## config.mk

```make
export PLATFORM = sky130hd
export DESIGN_NAME = codec_cmd_regfile
export DESIGN_NICKNAME = d
export VERILOG_FILES = /design/src/rtl/codec_regs_pkg.sv /design/src/rtl/codec_rate_snap.sv /design/src/rtl/codec_reg_array.sv /design/src/rtl/codec_cmd_fmt.sv /design/src/rtl/codec_cmd_regfile.sv
export SDC_FILE = /design/constraint.sdc
export NUM_CORES = 2
export LEC_CHECK = 0
export BUFFER_PORTS_ARGS = -buffer_cell sky130_fd_sc_hd__clkbuf_2
export CAP_MARGIN = 5
export CORE_ASPECT_RATIO = 1.4
export CORE_UTILIZATION = 60
export DETAILED_ROUTE_END_ITERATION = 10
export GPL_ROUTABILITY_DRIVEN = 0
export PLACE_DENSITY = 0.76
export SLEW_MARGIN = 20
export SYNTH_ARGS = -nofsm -noshare
export SYNTH_HDL_FRONTEND = slang
export SYNTH_SLANG_ARGS = --single-unit
```

## constraint.sdc

```tcl
create_clock -name clk_i -period 4.8 [get_ports clk_i]
set_input_delay 0.48 -clock clk_i [delete_from_list [all_inputs] [get_ports clk_i]]
set_output_delay 0.48 -clock clk_i [all_outputs]
set_load 0.05 [all_outputs]
```

## src/rtl/codec_regs_pkg.sv

```systemverilog
package codec_regs_pkg;
  localparam int CMD_W    = 32;
  localparam int DATA_W   = 16;
  localparam int ADDR_W   = 7;
  localparam int IDX_W    = ADDR_W - 1;
  localparam int NUM_REGS = 1 << IDX_W;
  localparam int NUM_RATES = 7;

  localparam logic [CMD_W-1:0] WR_KEEP_MASK = 32'hC0FF_FFFF;
  localparam logic [CMD_W-1:0] RD_KEEP_MASK = 32'hC0FF_0000;
  localparam int RD_VALID_BIT = 25;
  localparam int RD_SEL_BIT   = 23;
  localparam logic [DATA_W-1:0] VOL_MASK = 16'h9F1F;

  localparam logic [DATA_W-1:0] RATE_TBL [NUM_RATES] =
    '{16'd8000, 16'd11025, 16'd16000, 16'd22050, 16'd32000, 16'd44100, 16'd48000};
  localparam logic [DATA_W-1:0] RATE_MAX = RATE_TBL[NUM_RATES-1];

  // register indices (byte address / 2)
  localparam logic [IDX_W-1:0] IDX_RESET    = 6'h00;
  localparam logic [IDX_W-1:0] IDX_MAIN_VOL = 6'h01;
  localparam logic [IDX_W-1:0] IDX_HP_VOL   = 6'h02;
  localparam logic [IDX_W-1:0] IDX_MONO_VOL = 6'h03;
  localparam logic [IDX_W-1:0] IDX_PHONE    = 6'h06;
  localparam logic [IDX_W-1:0] IDX_MIC      = 6'h07;
  localparam logic [IDX_W-1:0] IDX_LINE     = 6'h08;
  localparam logic [IDX_W-1:0] IDX_CD       = 6'h09;
  localparam logic [IDX_W-1:0] IDX_VIDEO    = 6'h0A;
  localparam logic [IDX_W-1:0] IDX_AUX      = 6'h0B;
  localparam logic [IDX_W-1:0] IDX_PCM_VOL  = 6'h0C;
  localparam logic [IDX_W-1:0] IDX_REC_GAIN = 6'h0E;
  localparam logic [IDX_W-1:0] IDX_PWR      = 6'h13;
  localparam logic [IDX_W-1:0] IDX_EXT_ID   = 6'h14;
  localparam logic [IDX_W-1:0] IDX_EXT_CTRL = 6'h15;
  localparam logic [IDX_W-1:0] IDX_DAC_RATE = 6'h16;
  localparam logic [IDX_W-1:0] IDX_ADC_RATE = 6'h19;
  localparam logic [IDX_W-1:0] IDX_ID_HI    = 6'h3E;
  localparam logic [IDX_W-1:0] IDX_ID_LO    = 6'h3F;

  typedef enum logic [2:0] {
    RULE_FULL, RULE_VOL, RULE_EXT_CTRL, RULE_RATE, RULE_PWR, RULE_RO
  } wr_rule_e;

  function automatic logic [DATA_W-1:0] reg_default(input logic [IDX_W-1:0] idx);
    case (idx)
      IDX_RESET:                              return 16'h6A90;
      IDX_MAIN_VOL, IDX_HP_VOL, IDX_MONO_VOL: return 16'h8000;
      IDX_PHONE, IDX_MIC:                     return 16'h8008;
      IDX_LINE, IDX_CD, IDX_VIDEO,
      IDX_AUX, IDX_PCM_VOL:                   return 16'h8808;
      IDX_REC_GAIN:                           return 16'h8000;
      IDX_PWR:                                return 16'h000F;
      IDX_EXT_ID:                             return 16'h0A05;
      IDX_EXT_CTRL:                           return 16'h0400;
      IDX_DAC_RATE, IDX_ADC_RATE:             return RATE_MAX;
      IDX_ID_HI:                              return 16'h8384;
      IDX_ID_LO:                              return 16'h7666;
      default:                                return '0;
    endcase
  endfunction

  function automatic wr_rule_e wr_rule(input logic [IDX_W-1:0] idx);
    case (idx)
      IDX_MAIN_VOL, IDX_PCM_VOL:          return RULE_VOL;
      IDX_EXT_CTRL:                       return RULE_EXT_CTRL;
      IDX_DAC_RATE, IDX_ADC_RATE:         return RULE_RATE;
      IDX_PWR:                            return RULE_PWR;
      IDX_EXT_ID, IDX_ID_HI, IDX_ID_LO:   return RULE_RO;
      default:                            return RULE_FULL;
    endcase
  endfunction
endpackage

```

## src/rtl/codec_rate_snap.sv

```systemverilog
module codec_rate_snap
  import codec_regs_pkg::*;
(
  input  logic [DATA_W-1:0] rate_i,
  output logic [DATA_W-1:0] rate_o
);
  localparam int NB = NUM_RATES - 1;

  logic [NB-1:0] below;

  // one comparator per boundary, cutoff at the integer midpoint
  for (genvar g = 0; g < NB; g++) begin : g_bnd
    localparam logic [DATA_W:0] MID =
      {1'b0, RATE_TBL[g]} + (({1'b0, RATE_TBL[g+1]} - {1'b0, RATE_TBL[g]}) >> 1);
    assign below[g] = {1'b0, rate_i} < MID;
  end

  always_comb begin
    rate_o = RATE_MAX;
    for (int i = NB - 1; i >= 0; i--) begin
      if (below[i]) rate_o = RATE_TBL[i];
    end
  end
endmodule

```

## src/rtl/codec_reg_array.sv

```systemverilog
module codec_reg_array
  import codec_regs_pkg::*;
(
  input  logic              clk_i,
  input  logic              rst_ni,
  input  logic              wr_en_i,
  input  logic [IDX_W-1:0]  idx_i,
  input  logic [DATA_W-1:0] wdata_i,
  input  logic [DATA_W-1:0] rate_snap_i,
  output logic [DATA_W-1:0] rdata_o
);
  logic [DATA_W-1:0] regs_q [NUM_REGS];
  logic              vra_on;
  wr_rule_e          rule;

  assign vra_on  = regs_q[IDX_EXT_CTRL][0];
  assign rule    = wr_rule(idx_i);
  assign rdata_o = regs_q[idx_i];

  always_ff @(posedge clk_i or negedge rst_ni) begin
    if (!rst_ni) begin
      for (int i = 0; i < NUM_REGS; i++) regs_q[i] <= reg_default(IDX_W'(i));
    end else if (wr_en_i) begin
      case (rule)
        RULE_VOL:  regs_q[idx_i] <= wdata_i & VOL_MASK;
        RULE_EXT_CTRL: begin
          regs_q[IDX_EXT_CTRL][0] <= wdata_i[0];
          if (!wdata_i[0]) begin
            regs_q[IDX_DAC_RATE] <= RATE_MAX;
            regs_q[IDX_ADC_RATE] <= RATE_MAX;
          end
        end
        RULE_RATE: if (vra_on) regs_q[idx_i] <= rate_snap_i;
        RULE_PWR:  regs_q[idx_i][DATA_W-1:8] <= wdata_i[DATA_W-1:8];
        RULE_RO:   ;
        default:   regs_q[idx_i] <= wdata_i;
      endcase
    end
  end
endmodule

```

## src/rtl/codec_cmd_fmt.sv

```systemverilog
module codec_cmd_fmt
  import codec_regs_pkg::*;
(
  input  logic              clk_i,
  input  logic              rst_ni,
  input  logic              we_i,
  input  logic [CMD_W-1:0]  wdata_i,
  input  logic [DATA_W-1:0] reg_rdata_i,
  output logic [CMD_W-1:0]  cmd_o
);
  logic [CMD_W-1:0] cmd_q, cmd_d;

  always_comb begin
    if (wdata_i[RD_SEL_BIT]) begin
      cmd_d = (wdata_i & RD_KEEP_MASK) | CMD_W'(reg_rdata_i);
      cmd_d[RD_VALID_BIT] = 1'b1;
    end else begin
      cmd_d = wdata_i & WR_KEEP_MASK;
    end
  end

  always_ff @(posedge clk_i or negedge rst_ni) begin
    if (!rst_ni)   cmd_q <= '0;
    else if (we_i) cmd_q <= cmd_d;
  end

  assign cmd_o = cmd_q;
endmodule

```

## src/rtl/codec_cmd_regfile.sv

```systemverilog
module codec_cmd_regfile
  import codec_regs_pkg::*;
(
  input  logic             clk_i,
  input  logic             rst_ni,
  input  logic             cmd_we_i,
  input  logic [CMD_W-1:0] cmd_wdata_i,
  output logic [CMD_W-1:0] cmd_rdata_o
);
  logic [IDX_W-1:0]  idx;
  logic [DATA_W-1:0] wr_data, snapped, reg_rdata;
  logic              reg_wr;

  // odd byte address aliases to its even entry
  assign idx     = cmd_wdata_i[16+ADDR_W-1:17];
  assign wr_data = cmd_wdata_i[DATA_W-1:0];
  assign reg_wr  = cmd_we_i & ~cmd_wdata_i[RD_SEL_BIT];

  codec_rate_snap u_snap (
    .rate_i (wr_data),
    .rate_o (snapped)
  );

  codec_reg_array u_regs (
    .clk_i       (clk_i),
    .rst_ni      (rst_ni),
    .wr_en_i     (reg_wr),
    .idx_i       (idx),
    .wdata_i     (wr_data),
    .rate_snap_i (snapped),
    .rdata_o     (reg_rdata)
  );

  codec_cmd_fmt u_fmt (
    .clk_i       (clk_i),
    .rst_ni      (rst_ni),
    .we_i        (cmd_we_i),
    .wdata_i     (cmd_wdata_i),
    .reg_rdata_i (reg_rdata),
    .cmd_o       (cmd_rdata_o)
  );
endmodule

```

# == After elaboration in Yosys (flattened, before gate mapping) ==
# Index checks and enable logic that the tools add are counted.
# W data, S select, Z words.
# classes
n_addsub,0
mul,0
n_div,0
n_lt_le_gt_ge,8
eq_ne,16
shift,0
mux,26
bitwise,6
n_reduce_logical,8
# ops
operator,n
$bwmux W1024,4
$pmux W608 S4,1
$pmux W351 S4,1
$mux W1024,1
$demux W16 S6,2
$mux W16,10
$pmux W32 S4,1
$bmux W16 S6,1
$pmux W17 S5,1
$pmux W16 S5,1
$lt A16 B14 Y1 const B,2
$lt A16 B15 Y1 const B,2
$lt A16 B16 Y1 const B,2
$mux W32,1
$or A32 B16 Y32,1
$eq A6 B5 Y1 const B,5
$pmux W3 S5,1
$mux W13,1
$eq A6 B6 Y1 const B,2
$ge A7 B7 Y1 const B,1
$lt A7 B1 Y1 const B,1
$not A6 Y7,1
$eq A3 B2 Y1 const B,2
$eq A3 B3 Y1 const B,2
13 further kinds,17
# totals
ff_bits,1056
latch_bits,0
mem_bits_rw,0
mem_bits_ro,0
inputBits,35
output_inout_bits,32
word_cells,130
memories,0

# == Depth between registers and ports, before layout ==
# logic_depth
word_depth,10
mapped_depth,13
mapped_depth_nobuf,6

# == Cells and area by module ==
# Synthesis repeated with hierarchy kept, for this count alone.
# hier_totals
cells_unflattened,4041
hier_area_um2,47559.4
# by_module_without_submodules
mod,instances,cells_each,area_each_um2,seq_area_each_um2
codec_reg_array,1,3876,45935.3,25707.2
codec_cmd_fmt,1,98,1184.9,650.6
codec_rate_snap,1,66,425.4,0.0
codec_cmd_regfile,1,1,13.8,0.0

# == Worst setup path after synthesis ==
# No wires, ideal clock.
# synth_path
path_type,input to register
start,input port cmd_wdata_i[17]
end,"register u_fmt.cmd_q[15], in the netlist u_fmt.cmd_o[15]"
setup_time_ps,141
arrival_time_ps,2581
t_required_ps,4659
slack_ps,2078
cell_stages,10
path_buffers,5
cell_sequence,buf_4 -> buf_6 -> buf_4 -> buf_2 -> buf_2 -> mux4_2 -> a221oi_1 -> nand3_1 -> a2111oi_0 -> a211oi_1
# synth_between
elab_chain_cells,6
# synth_lines
element,line,rtl
start: declaration,codec_cmd_regfile.sv:7,"input logic [CMD_W-1:0] cmd_wdata_i,"
$not A6 Y7 (implied by the code),codec_reg_array.sv:18,assign rdata_o = regs_q[idx_i];
$bmux W16 S6,codec_reg_array.sv:18,
$mux W16 (implied by the code) (2 in a row),codec_reg_array.sv:18,
$or A32 B16 Y32,codec_cmd_fmt.sv:15,cmd_d = (wdata_i & RD_KEEP_MASK) | CMD_W'(reg_rdata_i);
$mux W32,codec_cmd_fmt.sv:14,if (wdata_i[RD_SEL_BIT]) begin
end signal: assignment,codec_cmd_fmt.sv:24,else if (we_i) cmd_q <= cmd_d;
end: declaration,codec_cmd_fmt.sv:11,"logic [CMD_W-1:0] cmd_q, cmd_d;"
# No other way between the ends. The select of a mux whose other input is x is not followed.
# A chain may end at the register's enable or synchronous reset.

# == Final worst setup path ==
# layout_path
start,input port cmd_wdata_i[18]
end,"register u_fmt.cmd_q[15], in the netlist u_fmt.cmd_o[15]"
# Same word-level chain as after synthesis.

==> results by group <==
Hold path
  • Worst hold path type: in -> reg
  • Hold path start: cmd_wdata_i[31]

Placed design
  • DP Worst Slack: 0.9641 ns
  • Post-DP HPWL: 111700 um
  • Number of port buffers: 55

Synth
  • Sequential area share after synthesis: 51.10%
  • Number of synthesized flops with an enable pin: 0
  • #FFs+latches synth: 1050
  • Ys async rst share: 100.0%
  • Syn Inst Count: 4880
  • Mapped Area: 51590 um2
  • Syn avg cell area: 10.57 um2
  • Yosys warning total: 0
  • Synth Flop Type: dfrtp_1
  • Yosys cell types: 78

Critical path
  • Slowest CP cell: a2111oi_0
  • Most common cell on crit path: buf_4
  • Critical path class: in -> reg
  • R2R setup slack: 1.46 ns
  • CP delay by family, top: buffers and inverters
  • Crit path from: cmd_wdata_i[18]
  • Crit path max fanout: 57
  • CP max stage delay: 0.73 ns
  • WP buf/inv: 4
  • Worst-path cell chain: buf_8 > buf_12 > buf_4 > buf_4 > mux4_2 > mux2i_1 > o22ai_1 > a2111oi_0 > a211oi_1
  • Worst path required time: 5.35 ns
  • CP startpoint kind: input pin
  • Capturing element type of the critical path: flop
  • Crit path DAT: 3.91 ns
  • Reg2reg start: u_regs.regs_q[672]

Global route
  • Vias in the first global route: 41.21k
  • GRT overflow: 0
  • Tot GR Track Use: 40.14%
  • Initial antenna violation count: 9
  • Largest net degree at the start of global routing: 173
  • First-pass GRT wire length: 259000 um

STA
  • Worst-Margin Slew: 1.221 ns
  • Hold_ws: 0.01626 ns
  • Period utilisation layout: 69.98%
  • RSZ-0062 raised after global routing: no
  • Fmax achieved: 0.2977 GHz
  • Final worst setup slack: 1.441 ns
  • Final setup violation count: 0
  • Min Tclk post-route: 3.359 ns
  • Rel. slew slack: 17.74%
  • Max-slew violations: 0
  • Fin Setup TNS: 0 ns
  • Worst Skew: 0.03334 ns
  • Count of final hold-check violations: 0

Final layout
  • FILL cells: 6265
  • Most common cell after layout, fill and taps aside: dfrtp_1
  • Core Util, Final: 66.58%
  • Commonest non-fill, non-tap cells in the layout: 984 x dfrtp_1, 736 x o21ai_0, 453 x nor2_1, 439 x nand2_1, 369 x mux2_2
  • Area Growth Syn to Fin: 9.273%
  • Storage cell area: 26360 um2
  • Layout cells sized above 1: 21.93%
  • Multi-input combinational cell area: 22840 um2
  • Final #Nets: 4758

Clocking
  • TritonCTS clock tree: done
  • H-tree depth: 3
  • Skew-Pair Late Insertion Delay: 0.71 ns
  • Clock Path Buffers: 3
  • CTS buffer count: 99
  • # resized after CTS: 0
  • Root Driver: clkbuf_16
  • Worst-path clk slew: 0.06 ns
  • Sink Count: 1050

Detailed routing
  • DRT Pass-1 Iters: 11
  • Post-route DRC: 1
  • Antenna Nets Post-Route: 0
  • DR iter-0 viols: 5643
  • Vias: 41.09k
  • Final Routed Wirelength: 172600 um
  • WL per Instance: 29.27 um
  • DR vias/cell: 6.968

Floorplanning
  • Die area: 87170 um2
  • Core box area: 84660 um2
  • Starting density of the core: 60.93%
  • I/O pin cnt: 67
  • # rows: 126
  • Height of the die: 348.9 um
  • Die X: 249.8 um

Power and ir drop
  • Leakage Power: 25.64 nW
  • Total power: 20.82 mW
  • Max VDD drop: 293.1 uV
  • PD cells: 369.3 nW/um2

Outcome
  • Failing checks: DRC
  • Outcome: finished with violations

Flow run
  • Max-cap violations: 0
## path summary, 6_finish.rpt
check | end | cells after the start
max | u_fmt.cmd_o[15] | 9
min | u_fmt.cmd_o[31] | 2
max reg2reg | u_regs.regs_q[481] | 8
min reg2reg | u_regs.regs_q[704] | 0
max in group asynchronous | u_regs.regs_q[10] | 4
min in group asynchronous | u_regs.regs_q[1003] | 2
## cell type report
cell class	instances	area share [%]
repair buffers	272	4.013
multi-input cells	3247	40.51
clock buffers	146	5.156
flip-flops and latches	1050	46.76
well taps	1088	2.415
inverters	53	0.3529
diodes	3	0.01332
clock inverters	38	0.7769
## repair_timing
action / 4_1_cts / 5_1_grt
hold buffers: 2 / 0
endpoints found under the hold margin: 78 / 0
buffers inserted: 0 / 0
## metal layers
metal	global-route usage, %	vias up	share of wire, %
li1	-	17032	-
met1	46.81	20399	34
met3	13.59	917	12
met5	0.7843	-	0.12
met4	33.22	16	9.6
met2	60.14	2729	44
## through the flow
step	instance area, um2	cells
after detailed placement	52940	5706
after floorplan	51600	4884
after global placement	52940	5706
after CTS	56300	5892
after global routing	56360	5894
final	56370	5897
## Yosys cell counts, drive strengths merged, types with 66 or more instances
cell type    n  area, um2
dfrtp      984      24620
o21ai      743       3719
nor2       459       1725
nand2      441       1658
mux2       378       4257
clkbuf     327       1229
mux2i      264       2643
buf        207       1165
a21oi      138      690.7
mux4       138       3108
a22oi      109      818.3
nand3       93      465.5
dfstp       66       1734
## power by group
part	leakage (nW)	switching, mW	total (mW)	internal (mW)
sequential	13.9	0.418	9.99	9.57
combinational	10.1	1.67	2.63	0.952
clock	1.65	3.57	8.20	4.64
## logic make-up after synthesis
| logic type | after synthesis | share of synthesized area (%) |
|---|---|---|
| AOI/OAI and AO/OA | 1256 | 14.29 |
| and+or+nand+nor | 1205 | 10.16 |
| DFF | 1050 | 51.10 |
| muxes | 780 | 19.40 |
| buffers and inverters | 587 | 5.026 |
| xor gates and xnor gates | 1 | 0.01698 |
| other | 1 | 0.007269 |
Power figures use the tool's default switching activity.
